--- config.mk ---
export PLATFORM = sky130hd
export DESIGN_NAME = sock_conn_ctrl
export DESIGN_NICKNAME = d
export VERILOG_FILES = /design/src/rtl/sock_conn_pkg.sv /design/src/rtl/sock_cmd_reg.sv /design/src/rtl/sock_tw_timer.sv /design/src/rtl/sock_conn_fsm.sv /design/src/rtl/sock_conn_ctrl.sv
export SDC_FILE = /design/constraint.sdc
export NUM_CORES = 1
export LEC_CHECK = 0
export ABC_CLOCK_PERIOD_IN_PS = 2000
export BUFFER_PORTS_ARGS = -buffer_cell sky130_fd_sc_hd__buf_2
export CORE_AREA = 2 2 66 68
export DETAILED_ROUTE_END_ITERATION = 8
export DIE_AREA = 0 0 68 70
export PLACE_DENSITY = 0.73
export SLEW_MARGIN = 20
export SYNTH_ARGS = -nofsm -noshare
export SYNTH_HDL_FRONTEND = slang
export SYNTH_HIERARCHICAL = 1
export SYNTH_SLANG_ARGS = --single-unit
--- constraint.sdc ---
create_clock -name clk -period 2 [get_ports clk]
set_input_delay 0.5 -clock clk [delete_from_list [all_inputs] [get_ports clk]]
set_output_delay 0.5 -clock clk [all_outputs]
set_load 0.05 [all_outputs]
--- src/rtl/sock_conn_pkg.sv ---
package sock_conn_pkg;

    localparam int MODE_W = 4;
    localparam int BYTE_W = 8;

    localparam logic [MODE_W-1:0] MODE_OFF = 4'd0;
    localparam logic [MODE_W-1:0] MODE_TCP = 4'd1;
    localparam logic [MODE_W-1:0] MODE_UDP = 4'd2;
    localparam logic [MODE_W-1:0] MODE_RAW = 4'd4;

    localparam logic [BYTE_W-1:0] OP_OPEN     = 8'h01;
    localparam logic [BYTE_W-1:0] OP_LISTEN   = 8'h02;
    localparam logic [BYTE_W-1:0] OP_CONNECT  = 8'h04;
    localparam logic [BYTE_W-1:0] OP_DISCON   = 8'h08;
    localparam logic [BYTE_W-1:0] OP_CLOSE    = 8'h10;

    localparam logic [BYTE_W-1:0] SC_CLOSED    = 8'h00;
    localparam logic [BYTE_W-1:0] SC_INIT      = 8'h13;
    localparam logic [BYTE_W-1:0] SC_LISTEN    = 8'h14;
    localparam logic [BYTE_W-1:0] SC_SYNSENT   = 8'h15;
    localparam logic [BYTE_W-1:0] SC_SYNRECV   = 8'h16;
    localparam logic [BYTE_W-1:0] SC_ESTAB     = 8'h17;
    localparam logic [BYTE_W-1:0] SC_FINWAIT   = 8'h18;
    localparam logic [BYTE_W-1:0] SC_CLOSING   = 8'h1A;
    localparam logic [BYTE_W-1:0] SC_TIMEWAIT  = 8'h1B;
    localparam logic [BYTE_W-1:0] SC_CLOSEWAIT = 8'h1C;
    localparam logic [BYTE_W-1:0] SC_LASTACK   = 8'h1D;
    localparam logic [BYTE_W-1:0] SC_UDP       = 8'h22;
    localparam logic [BYTE_W-1:0] SC_RAW       = 8'h42;

    typedef enum logic [3:0] {
        ST_CLOSED, ST_INIT, ST_LISTEN, ST_SYNSENT, ST_SYNRECV, ST_ESTAB,
        ST_FINW_A, ST_FINW_B, ST_CLOSING, ST_TIMEWAIT, ST_CLOSEWAIT,
        ST_LASTACK, ST_UDP, ST_RAW
    } conn_state_e;

    typedef struct packed {
        logic open;
        logic listen;
        logic connect;
        logic discon;
        logic close;
    } cmd_req_t;

    function automatic logic [BYTE_W-1:0] status_code(conn_state_e s);
        logic [BYTE_W-1:0] c;
        case (s)
            ST_INIT:      c = SC_INIT;
            ST_LISTEN:    c = SC_LISTEN;
            ST_SYNSENT:   c = SC_SYNSENT;
            ST_SYNRECV:   c = SC_SYNRECV;
            ST_ESTAB:     c = SC_ESTAB;
            ST_FINW_A,
            ST_FINW_B:    c = SC_FINWAIT;
            ST_CLOSING:   c = SC_CLOSING;
            ST_TIMEWAIT:  c = SC_TIMEWAIT;
            ST_CLOSEWAIT: c = SC_CLOSEWAIT;
            ST_LASTACK:   c = SC_LASTACK;
            ST_UDP:       c = SC_UDP;
            ST_RAW:       c = SC_RAW;
            default:      c = SC_CLOSED;
        endcase
        return c;
    endfunction

endpackage

--- src/rtl/sock_cmd_reg.sv ---
module sock_cmd_reg
    import sock_conn_pkg::*;
#(
    parameter int CMD_W  = BYTE_W,
    parameter int MODE_BITS = MODE_W
) (
    input  logic                 clk,
    input  logic                 rst_n,
    input  logic                 wr_i,
    input  logic [CMD_W-1:0]     data_i,
    input  logic [MODE_BITS-1:0] mode_i,
    output logic [CMD_W-1:0]     cmd_o,
    output cmd_req_t             req_o
);
    logic [CMD_W-1:0] cmd_d, cmd_q;
    logic             is_tcp;

    // The register holds a written byte for one cycle, then clears itself.
    always_comb begin
        cmd_d = wr_i ? data_i : '0;
    end

    always_ff @(posedge clk) begin
        if (!rst_n) cmd_q <= '0;
        else        cmd_q <= cmd_d;
    end

    // Decode; connection-level commands need TCP mode.
    always_comb begin
        is_tcp         = (mode_i == MODE_BITS'(MODE_TCP));
        req_o.open     = (cmd_q == CMD_W'(OP_OPEN));
        req_o.listen   = (cmd_q == CMD_W'(OP_LISTEN))  && is_tcp;
        req_o.connect  = (cmd_q == CMD_W'(OP_CONNECT)) && is_tcp;
        req_o.discon   = (cmd_q == CMD_W'(OP_DISCON))  && is_tcp;
        req_o.close    = (cmd_q == CMD_W'(OP_CLOSE));
    end

    assign cmd_o = cmd_q;

endmodule

--- src/rtl/sock_tw_timer.sv ---
module sock_tw_timer #(
    parameter int TW_CYCLES = 1000
) (
    input  logic clk,
    input  logic rst_n,
    input  logic run_i,
    output logic done_o
);
    localparam int CNT_W = $clog2(TW_CYCLES + 1);
    localparam logic [CNT_W-1:0] LAST = CNT_W'(TW_CYCLES - 1);

    logic [CNT_W-1:0] cnt_d, cnt_q;

    always_comb begin
        cnt_d  = run_i ? cnt_q + 1'b1 : '0;
        done_o = run_i && (cnt_q == LAST);
    end

    always_ff @(posedge clk) begin
        if (!rst_n) cnt_q <= '0;
        else        cnt_q <= cnt_d;
    end

endmodule

--- src/rtl/sock_conn_fsm.sv ---
module sock_conn_fsm
    import sock_conn_pkg::*;
#(
    parameter int MODE_BITS = MODE_W
) (
    input  logic                 clk,
    input  logic                 rst_n,
    input  cmd_req_t             req_i,
    input  logic [MODE_BITS-1:0] mode_i,
    input  logic                 rx_syn_i,
    input  logic                 rx_synack_i,
    input  logic                 rx_ack_i,
    input  logic                 rx_fin_i,
    input  logic                 timeout_i,
    input  logic                 tw_done_i,
    output conn_state_e          state_o,
    output logic                 tx_syn_o,
    output logic                 tx_synack_o,
    output logic                 tx_ack_o,
    output logic                 tx_fin_o,
    output logic                 ev_conn_o,
    output logic                 ev_fin_o
);
    typedef struct packed {
        conn_state_e st;
        logic        tx_syn;
        logic        tx_synack;
        logic        tx_ack;
        logic        tx_fin;
        logic        ev_conn;
        logic        ev_fin;
    } fsm_t;

    fsm_t s_d, s_q;
    logic cmd_hit;

    always_comb begin
        s_d       = '0;
        s_d.st    = s_q.st;
        cmd_hit   = 1'b0;

        if (timeout_i || req_i.close) begin
            s_d.st = ST_CLOSED;
        end else begin
            // Host commands first.
            case (s_q.st)
                ST_CLOSED: if (req_i.open) begin
                    cmd_hit = 1'b1;
                    case (mode_i)
                        MODE_BITS'(MODE_TCP): s_d.st = ST_INIT;
                        MODE_BITS'(MODE_UDP): s_d.st = ST_UDP;
                        MODE_BITS'(MODE_RAW): s_d.st = ST_RAW;
                        default:              cmd_hit = 1'b0;
                    endcase
                end
                ST_INIT: begin
                    if (req_i.connect) begin
                        cmd_hit    = 1'b1;
                        s_d.st     = ST_SYNSENT;
                        s_d.tx_syn = 1'b1;
                    end else if (req_i.listen) begin
                        cmd_hit = 1'b1;
                        s_d.st  = ST_LISTEN;
                    end
                end
                ST_ESTAB: if (req_i.discon) begin
                    cmd_hit    = 1'b1;
                    s_d.st     = ST_FINW_A;
                    s_d.tx_fin = 1'b1;
                end
                ST_CLOSEWAIT: if (req_i.discon) begin
                    cmd_hit    = 1'b1;
                    s_d.st     = ST_LASTACK;
                    s_d.tx_fin = 1'b1;
                end
                default: cmd_hit = 1'b0;
            endcase

            // Received segments when no command acted.
            if (!cmd_hit) begin
                case (s_q.st)
                    ST_SYNSENT: if (rx_synack_i) begin
                        s_d.st      = ST_ESTAB;
                        s_d.tx_ack  = 1'b1;
                        s_d.ev_conn = 1'b1;
                    end
                    ST_LISTEN: if (rx_syn_i) begin
                        s_d.st        = ST_SYNRECV;
                        s_d.tx_synack = 1'b1;
                    end
                    ST_SYNRECV: if (rx_ack_i) begin
                        s_d.st      = ST_ESTAB;
                        s_d.ev_conn = 1'b1;
                    end
                    ST_ESTAB: if (rx_fin_i) begin
                        s_d.st     = ST_CLOSEWAIT;
                        s_d.tx_ack = 1'b1;
                        s_d.ev_fin = 1'b1;
                    end
                    ST_FINW_A: begin
                        if (rx_fin_i) begin
                            s_d.st     = rx_ack_i ? ST_TIMEWAIT : ST_CLOSING;
                            s_d.tx_ack = 1'b1;
                            s_d.ev_fin = 1'b1;
                        end else if (rx_ack_i) begin
                            s_d.st = ST_FINW_B;
                        end
                    end
                    ST_FINW_B: if (rx_fin_i) begin
                        s_d.st     = ST_TIMEWAIT;
                        s_d.tx_ack = 1'b1;
                        s_d.ev_fin = 1'b1;
                    end
                    ST_CLOSING: if (rx_ack_i) s_d.st = ST_TIMEWAIT;
                    ST_LASTACK: if (rx_ack_i) s_d.st = ST_CLOSED;
                    ST_TIMEWAIT: if (tw_done_i) s_d.st = ST_CLOSED;
                    default: s_d.st = s_q.st;
                endcase
            end
        end
    end

    always_ff @(posedge clk) begin
        if (!rst_n) s_q <= '0;
        else        s_q <= s_d;
    end

    assign state_o     = s_q.st;
    assign tx_syn_o    = s_q.tx_syn;
    assign tx_synack_o = s_q.tx_synack;
    assign tx_ack_o    = s_q.tx_ack;
    assign tx_fin_o    = s_q.tx_fin;
    assign ev_conn_o   = s_q.ev_conn;
    assign ev_fin_o    = s_q.ev_fin;

endmodule

--- src/rtl/sock_conn_ctrl.sv ---
module sock_conn_ctrl
    import sock_conn_pkg::*;
#(
    parameter int TW_CYCLES = 1000
) (
    input  logic       clk,
    input  logic       rst_n,
    input  logic [3:0] mode_i,
    input  logic       cmd_wr_i,
    input  logic [7:0] cmd_data_i,
    input  logic       rx_syn_i,
    input  logic       rx_synack_i,
    input  logic       rx_ack_i,
    input  logic       rx_fin_i,
    input  logic       timeout_i,
    output logic [7:0] cmd_o,
    output logic [7:0] status_o,
    output logic       tx_syn_o,
    output logic       tx_synack_o,
    output logic       tx_ack_o,
    output logic       tx_fin_o,
    output logic       ev_conn_o,
    output logic       ev_fin_o
);
    cmd_req_t    req;
    conn_state_e state;
    logic        tw_done;

    sock_cmd_reg #(.CMD_W(BYTE_W), .MODE_BITS(MODE_W)) u_cmd (
        .clk    (clk),
        .rst_n  (rst_n),
        .wr_i   (cmd_wr_i),
        .data_i (cmd_data_i),
        .mode_i (mode_i),
        .cmd_o  (cmd_o),
        .req_o  (req)
    );

    sock_tw_timer #(.TW_CYCLES(TW_CYCLES)) u_tw (
        .clk    (clk),
        .rst_n  (rst_n),
        .run_i  (state == ST_TIMEWAIT),
        .done_o (tw_done)
    );

    sock_conn_fsm #(.MODE_BITS(MODE_W)) u_fsm (
        .clk         (clk),
        .rst_n       (rst_n),
        .req_i       (req),
        .mode_i      (mode_i),
        .rx_syn_i    (rx_syn_i),
        .rx_synack_i (rx_synack_i),
        .rx_ack_i    (rx_ack_i),
        .rx_fin_i    (rx_fin_i),
        .timeout_i   (timeout_i),
        .tw_done_i   (tw_done),
        .state_o     (state),
        .tx_syn_o    (tx_syn_o),
        .tx_synack_o (tx_synack_o),
        .tx_ack_o    (tx_ack_o),
        .tx_fin_o    (tx_fin_o),
        .ev_conn_o   (ev_conn_o),
        .ev_fin_o    (ev_fin_o)
    );

    assign status_o = status_code(state);

endmodule

Yosys cells after proc, flatten, opt, wreduce, memory -nomap -nowiden
Memories as Yosys holds them, arrays and structs flattened. A register that Yosys moved wholly into a read port is not among the register bits.
Cells that the tools add are included.
- memory bits (read-only): 112
- input port bits: 20
- memories: 1
- flip-flop bits (word level): 28
- equality and inequality tests: 20
- bitwise logic cells: 5
- reductions and logical operators: 18
- muxes and demuxes: 36
- add/subtract/negate cells: 1
- memory list (name ; depth ; bits a word ; read ports ; clocked after memory_dff ; write ports ; line ; text):
    (no name shown) ; 16 ; 7 ; 1 ; 1 ; 0 ; sock_conn_pkg.sv:47 ; case (s)
- operator list (kind ; count):
    $mux W4 ; 18
    $pmux W4 S9 ; 1
    $eq A4 B3 Y1 const B ; 5
    $eq A4 B4 Y1 const B ; 4
    $pmux W4 S4 ; 1
    $reduce_or A3 Y1 ; 5
    $eq A4 B2 Y1 const B ; 3
    $mux W1 ; 12
    $pmux W4 S3 ; 1
    $add A10 B1 Y10 const B ; 1
    $eq A10 B10 Y1 const B ; 1
    $reduce_bool A10 Y1 ; 1
    $eq A4 B1 Y1 const B ; 2
    $eq A8 B1 Y1 const B ; 1
    $eq A8 B2 Y1 const B ; 1
    $eq A8 B3 Y1 const B ; 1
    $eq A8 B4 Y1 const B ; 1
    $eq A8 B5 Y1 const B ; 1
    $reduce_or A4 Y1 ; 2
    $not A1 Y1 ; 5
    $logic_and A1 B1 Y1 ; 4
    $logic_not A4 Y1 ; 1
    $pmux W1 S2 ; 2
    $reduce_and A2 Y1 ; 2
    3 further kinds ; 4

Depth between registers and ports, before layout
Gate-level depths: netlist of run 1.
- word-level depth: 11
- gate-level depth with buffers: 9
- depth with buffers taken out: 9

Hierarchy
Netlist of run 1, hierarchy kept.
- by module, submodules not included (module ; area each (sq um) ; cells an instance ; times used ; seq. area each (sq um)):
    sock_conn_fsm ; 979.7 ; 133 ; 1 ; 200.2
    sock_tw_timer ; 419.2 ; 45 ; 1 ; 200.2
    sock_cmd_reg ; 310.3 ; 29 ; 1 ; 160.2
    sock_conn_ctrl ; 185.2 ; 21 ; 1 ; 0.0

Worst setup path after synthesis of run 1
OpenSTA, ideal clock, no wires.
- path type: flip-flop to flip-flop
- start: register u_cmd.cmd_q[4], in the netlist u_cmd/cmd_o[4]
- end: register u_fsm.s_q (netlist bit u_fsm/state_o[2])
- buffers on the path: 0
- setup time: 0.124 ns
- arrival: 2.221 ns
- stages on the path, launching flop included: 9
- slack: -0.345 ns
- cell sequence: dfxtp_1 > or4_4 > and4bb_1 > nor4b_2 > o2111ai_2 > nand3_4 > a21oi_1 > a211oi_1 > o31ai_1
- RTL lines (what ; line ; text):
    start: declaration ; sock_cmd_reg.sv:15 ; logic [CMD_W-1:0] cmd_d, cmd_q;
    start signal: assignment ; sock_cmd_reg.sv:25 ; else cmd_q <= cmd_d;
    end signal: assignment ; sock_conn_fsm.sv:124 ; if (!rst_n) s_q <= '0;
    end signal: assignment ; sock_conn_fsm.sv:125 ; else s_q <= s_d;
    end: declaration ; sock_conn_fsm.sv:34 ; fsm_t s_d, s_q;

==> results of run 1 <==
[repair_timing]
item / in CTS / in global routing
setup endpoints to repair: 11 / 11
pin swaps: 3 / 0
hold buffers: 0 / 0
cloned: 0 / 0
setup buffers: 1 / 1
gates resized for setup: 7 / 9
[layout make-up]
cell class	count	share of cell area (%)
Sequential cell	28	23.2
Clock buffer	3	1.67
Multi-Input combinational cell	182	51.7
Tap cell	52	2.62
Inverter	5	0.757
Clock inverter	1	1.21
Timing Repair Buffer	71	18.9
[worst reg2reg max path: stages, from the launching register on]
cell and delay (ns):
dfxtp_4 0.35, or4_4 0.53, and4bb_1 0.30, nor4b_4 0.24, o2111ai_2 0.21, nand3_4 0.16, buf_4 0.13, o41ai_1 0.07
a21oi_1 0.15
[sequential cells by signal (all words and copies together) (netlist names)]
| signal | flops |
|---|---|
| u_cmd/cmd_o | 8 |
| u_fsm/ev_conn_o | 1 |
| u_fsm/ev_fin_o | 1 |
| u_fsm/state_o | 4 |
| u_fsm/tx_ack_o | 1 |
| u_fsm/tx_fin_o | 1 |
| u_fsm/tx_syn_o | 1 |
| u_fsm/tx_synack_o | 1 |
| u_tw/cnt_q | 10 |
[metrics by stage]
stage	cell area, um^2	power [mW]	util (%)
floorplan	1920	0.650	-
global placement	2350	0.710	56.7
detailed placement	2350	0.711	56.7
CTS	2450	1.16	59.1
global route	2480	1.18	59.8
finish	2480	1.15	59.8
[power by group through the flow]
stage               clock, mW  sequential, mW  combinational (mW)
finish                  0.451           0.568               0.132
detailed placement          0           0.582               0.130
global placement            0           0.581               0.129
floorplan                   0           0.604              0.0466
global route            0.469           0.570               0.142
CTS                     0.456           0.568               0.131
[worst min path at each step]
stage | slack (ns) | start | to
2_1_floorplan | 0.45 | u_tw/cnt_q[0]$_SDFF_PN0_ | u_tw/cnt_q[0]$_SDFF_PN0_
3_3_place_gp | 0.47 | u_tw/cnt_q[8]$_SDFF_PN0_ | u_tw/cnt_q[8]$_SDFF_PN0_
3_5_place_dp | 0.48 | u_tw/cnt_q[9]$_SDFF_PN0_ | u_tw/cnt_q[9]$_SDFF_PN0_
4_1_cts | 0.45 | cmd_data_i[1] | u_cmd/cmd_o[1]$_SDFF_PN0_
5_1_grt | 0.46 | cmd_data_i[1] | u_cmd/cmd_o[1]$_SDFF_PN0_
6_report | 0.46 | cmd_data_i[1] | u_cmd/cmd_o[1]$_SDFF_PN0_
[synthesized netlist by cell type, types with 3 or more instances]
cell type / number / area (um^2)
a21oi_1: 17 / 85.1
a32oi_1: 3 / 26.3
and3_1: 9 / 56.3
buf_2: 5 / 25.0
clkbuf_1: 4 / 15.0
dfxtp_1: 28 / 561
ha_1: 5 / 62.6
inv_1: 4 / 15.0
mux2_2: 3 / 33.8
nand2_1: 15 / 56.3
nand3_1: 4 / 20.0
nand4_1: 4 / 25.0
nor2_1: 23 / 86.3
nor2b_1: 3 / 18.8
nor3_1: 10 / 50.1
nor4_1: 4 / 25.0
nor4bb_1: 3 / 30.0
o21ai_0: 10 / 50.1
o31ai_1: 7 / 52.6
or4_1: 4 / 30.0
or4b_1: 4 / 40.0
xor2_1: 3 / 26.3
[layer usage]
| layer | vias up | part of all wire [%] | GRT usage, % |
|---|---|---|---|
| li1 | 990 | - | - |
| met1 | 921 | 45 | 28.9 |
| met2 | 64 | 49 | 33.7 |
| met3 | 6 | 5.3 | 2.25 |
| met4 | 0 | 0.95 | 6.00 |
| met5 | - | 0 | 0 |
[kinds of logic after synthesis]
| family | count (synthesis) |
|---|---|
| buffers and inverters | 18 |
| adder cells (fa/ha/maj) | 5 |
| multiplexers | 3 |
| AND/OR/NAND/NOR | 104 |
| AO/OA/AOI/OAI | 64 |
| flip-flops | 28 |
| XOR/XNOR | 5 |
| other | 1 |
==> reports/metrics.cfg, run 1 <==
[cells_and_area]
final_cell_mix=37 x buf_2, 30 x buf_4, 23 x nor2_1
drive_gt1_share_pct=34.8
num-nets-final=316
seq_area_um2=574
mostFrequentLayoutCell=buf_2
stdcell_count=342
num_antenna_cells=0
multiInputGateArea_um2=1280
area_delta_synth_final_pct=30.8
fillCellCount=382

[synth]
ys.flop_type=dfxtp_1
synth_fp_nets=253
synth_seq_cells=28
synthAdderAreaFrac_pct=3.30
synth_warnings=6
syn_area_um2=1890
synth_top_family_by_area=simple AND/OR/NAND/NOR gates
synth-compound-area-share_pct=23.6
synth-edff-count=0
synthCells=228
synth_cell_types=64
yosys-mux-area-fraction_pct=1.78
yosys.area_share.simple_pct=34.3
ys_seq_area_share_pct=29.6
async_flop_share_pct=0
synth-xor-area-share_pct=2.31
avgSynthCellArea_um2=8.31

[drt]
drt_wl_total_mm=4.74
wl_per_cell_um=13.9
drc=0
drt_iter0_markers=153
drtPass1Iterations=4
via_count=1981
via_per_inst=5.79
drtAntennaViolNets=0

[power]
p_comb_share_pct=11.4
p_int_uw=886
p_sw_uw=265
p_seq_share_pct=49.4
pwr-share-clk_pct=39.2
cellPowerDensity_nw_per_um2=464
vdd.ir_drop.worst_mv=0.341
swShare_pct=23.0
leakage_nw=1.03

[worst_setup_path]
cp-startpoint=u_cmd/cmd_o[4]$_SDFF_PN0_
crit_type=flip-flop to flip-flop
cp.depth=8
cp.arrival_ns=2.40
critPathCaptureType=flip-flop
slowest_stage=or4_4
r2r_cells=8
rr_endpoint=u_fsm/state_o[3]$_SDFFE_PP0P_
cp-start-kind=flip-flop
crit_path_max_incr_delay_ns=0.53
worstPathMaxFanout=6
cp.buffers_inverters=1
crit_end=u_fsm/state_o[3]$_SDFFE_PP0P_
reg2reg_setup_slack_ns=-0.20
cp.required_ns=2.21
path_cells=or4_4, and4bb_1, nor4b_4, o2111ai_2, nand3_4, buf_4, o41ai_1, a21oi_1
r2r-start=u_cmd/cmd_o[4]$_SDFF_PN0_
crit_family=simple AND/OR/NAND/NOR gates

[clock_network]
clk_pin_slew_ns=0.10
cts_root_buf=clkbuf_8
cts_max_level=1
clock-sinks=28
cts_buffer_depth=2
cts_buffers=3
clock_latency_ns=0.27
cts_tree=yes

[placement]
dp_cells=337
hpwlAfterDp_mm=3.42
io_buffers=40
dp_slack_ns=-0.241
globalplace.congestion=0.886

[sta]
setup_viol=8
period_minus_slack_ns=2.20
hold_viol_final=0
period_share_pct=110
rsz0062_at_grt=yes
setup_tns_ns=-1.32
relSlewSlack_pct=66.1
max_freq_ghz=0.455
drv_slew=0
fin_worst_skew_ns=0.00396
setup_ws_ns=-0.198
hold_slack_ns=0.459
worst_slew_pin_slew_ns=0.501

[grt]
grt_pass1_wl_mm=7.97
grt_antenna_before_repair=0
grt_pass1_vias=1772
grt_max_degree=36
grt_overflow=0
grt_usage_pct=20.9

[die]
pin_count=42
fp-row-count=24
die_width_um=68
dieHeight_um=70
dieArea_um2=4760
coreArea_um2=4140
start_util_pct=45.7

[min_path]
hold_path_depth=2
hold_class=input port to flip-flop

[outcome]
status=complete, but fails checks
violations=negative setup slack

[flow_run]
drv_cap=0

Power figures use the tool's default switching activity.
==> inputs of run 2 (changes only) <==
- ABC_CLOCK_PERIOD_IN_PS: 2000 -> 2400
- CORE_AREA: 2 2 66 68 -> 2 2 63 65
- DIE_AREA: 0 0 68 70 -> 0 0 65 67
- PLACE_DENSITY: 0.73 -> 0.77
- clock period: 2 -> 2.4 ns (I/O delays scaled with it)
==> run 2 against run 1 <==
Net effect:
- the run now ends clean
- combinational power fell by 28%
- critical path depth did not move
- clock skew rose by 0.0029 ns
- core utilization rose by 2.0 points
- sequential power fell by 17%
- non-clock buffer count fell by 22
- worst setup slack improved by 0.35 ns
- sequential share of layout area rose by 2.0 points
- critical endpoint is now u_fsm/state_o[2]$_SDFFE_PP0P_
- largest power group unchanged
==> reports/metrics.cfg, run 2 (same netlist as run 1, synthesis figures left out) <==
[worst_setup_path]
path_cells=or4_4, and4bb_1, nor4b_4, o2111ai_2, nand3_4, a21oi_1, a211oi_1, o31ai_1
crit_type=flip-flop to flip-flop
cp.arrival_ns=2.43  ; +0.03 ns
slowest_stage=or4_4
cp.buffers_inverters=0  ; -1
r2r-start=u_cmd/cmd_o[4]$_SDFF_PN0_
critPathCaptureType=flip-flop
crit_path_max_incr_delay_ns=0.55  ; +0.02 ns
cp.required_ns=2.58  ; +0.37 ns
crit_family=simple AND/OR/NAND/NOR gates
reg2reg_setup_slack_ns=0.15  ; +0.35 ns
worstPathMaxFanout=8  ; +2
cp.depth=8  ; unchanged
rr_endpoint=u_fsm/state_o[2]$_SDFFE_PP0P_
cp-start-kind=flip-flop
r2r_cells=8  ; unchanged

[sta]
drv_slew=0  ; unchanged
period_minus_slack_ns=2.25  ; +0.0521 ns
max_freq_ghz=0.444  ; -2.3%
fin_worst_skew_ns=0.00686  ; +0.00290 ns
period_share_pct=93.7  ; -16 points
setup_viol=0  ; -8
hold_viol_final=0  ; unchanged

[cells_and_area]
mostFrequentLayoutCell=buf_2
fin_util_pct=61.8  ; +2.0 points
regMostFlops=u_tw/cnt_q
final_cell_mix=40 x buf_2, 28 x dfxtp_1, 23 x nor2_1
drive_gt1_share_pct=25.4  ; -9.5 points
area_delta_synth_final_pct=17.6
stdcell_count=316  ; -7.6%
num-nets-final=294  ; -7.0%
num_antenna_cells=0  ; unchanged
largest_reg_flops=10  ; unchanged

[clock_network]
cts_root_buf=clkbuf_8
cts_max_level=1  ; unchanged
cts_buffer_depth=2  ; unchanged
cts_tree=yes
cts_buffers=3  ; unchanged
clk_pin_slew_ns=0.10  ; about the same
clock-sinks=28  ; unchanged
clock_latency_ns=0.28  ; about the same

[grt]
grt_max_degree=38  ; +5.6%
grt_antenna_before_repair=0  ; unchanged
grt_overflow=0  ; unchanged
grt_usage_pct=20.6  ; -0.23 points
grt_pass1_wl_mm=7.00  ; -12%
grt_pass1_vias=1532  ; -14%

[die]
die_width_um=65  ; -4.4%
dieArea_um2=4360  ; -8.5%
dieHeight_um=67  ; -4.3%
coreArea_um2=3610  ; -13%
fp-row-count=22  ; -8.3%
pin_count=42  ; unchanged
start_util_pct=52.5  ; +6.8 points

[drt]
drtAntennaViolNets=0  ; unchanged
drtPass1Iterations=4  ; unchanged
drt_wl_total_mm=4.32  ; -8.9%
drc=0  ; unchanged
via_count=1883  ; -4.9%
drt_iter0_markers=161  ; +5.2%
via_per_inst=5.96  ; +2.9%
wl_per_cell_um=13.7  ; -1.4%

[min_path]
hold_class=flip-flop to flip-flop
hold_path_depth=2  ; unchanged
worstHoldStart=u_tw/cnt_q[8]$_SDFF_PN0_
hold_end=u_tw/cnt_q[8]$_SDFF_PN0_

[power]
cellPowerDensity_nw_per_um2=425  ; -8.6%
leakage_nw=0.900  ; -12%
total_power_uw=946  ; -18%
vdd.ir_drop.worst_mv=0.416  ; +22%

[outcome]
status=completed

[placement]
hpwlAfterDp_mm=3.07  ; -10%
globalplace.congestion=0.915  ; +3.2%
io_buffers=40  ; unchanged
dp_cells=312  ; -7.4%

[flow_run]
drv_cap=0  ; unchanged

-- run 2: per-layer routing --
layer	wire length, um	share of wire, %	global-route usage [%]	up-vias
li1	-	-	-	949
met1	1970	46	26.7	846
met3	297	6.9	3.21	6
met2	1990	46	34.3	82
met4	61	1.4	7.98	0
met5	0	0	0	-
-- run 2: metrics by stage --
step | TNS, ns | worst slack, ns | cell area (um^2) | hold WS, ns
after floorplan | 0 | 0.0550 | 1890 | 0.450
after global routing | -0.0194 | -0.0194 | 2230 | 0.510
after CTS | 0 | 0.111 | 2220 | 0.490
after global placement | 0 | 0.0495 | 2150 | 0.465
after detailed placement | -0.0224 | -0.0224 | 2150 | 0.474
final | 0 | 0.150 | 2230 | 0.486
-- run 2: cell type report --
type,count,area (um^2)
Fill cell,318,1380
Multi-Input combinational cell,182,1250
Sequential cell,28,561
Timing Repair Buffer,49,268
Tap cell,48,60.1
Clock buffer,3,41.3
Clock inverter,1,30.0
Inverter,5,18.8
-- run 2: worst register-to-register path, delay by kind of cell, from the launching register on --
family             cells  cell delay, ns
AOI/OAI and AO/OA      4            0.52
DFF                    1            0.33
and+or+nand+nor        4            1.29
-- run 2: repair_timing --
action                                 in CTS  in global routing
hold buffers                                0                  0
endpoints found under the hold margin       0                  0
setup buffers                               0                  0
gates resized for setup                     0                  1
setup endpoints to repair                   0                  1
-- run 2: power by group --
group	leakage (nW)	total (mW)	switching, mW	internal (mW)
Combinational	0.638	0.0949	0.0601	0.0348
Clock	0.0357	0.377	0.153	0.224
Sequential	0.227	0.474	0.00451	0.470
Total	0.900	0.946	0.218	0.728
-- run 2: worst max-delay path by stage --
stage,startpoint,to,slack (ns)
2_1_floorplan,u_cmd/cmd_o[4]$_SDFF_PN0_,u_fsm/state_o[2]$_SDFFE_PP0P_,0.05
3_3_place_gp,mode_i[1],u_fsm/state_o[2]$_SDFFE_PP0P_,0.05
3_5_place_dp,mode_i[3],u_fsm/state_o[2]$_SDFFE_PP0P_,-0.02
4_1_cts,u_cmd/cmd_o[4]$_SDFF_PN0_,u_fsm/state_o[2]$_SDFFE_PP0P_,0.11
5_1_grt,u_cmd/cmd_o[4]$_SDFF_PN0_,u_fsm/state_o[2]$_SDFFE_PP0P_,-0.02
6_report,u_cmd/cmd_o[4]$_SDFF_PN0_,u_fsm/state_o[2]$_SDFFE_PP0P_,0.15
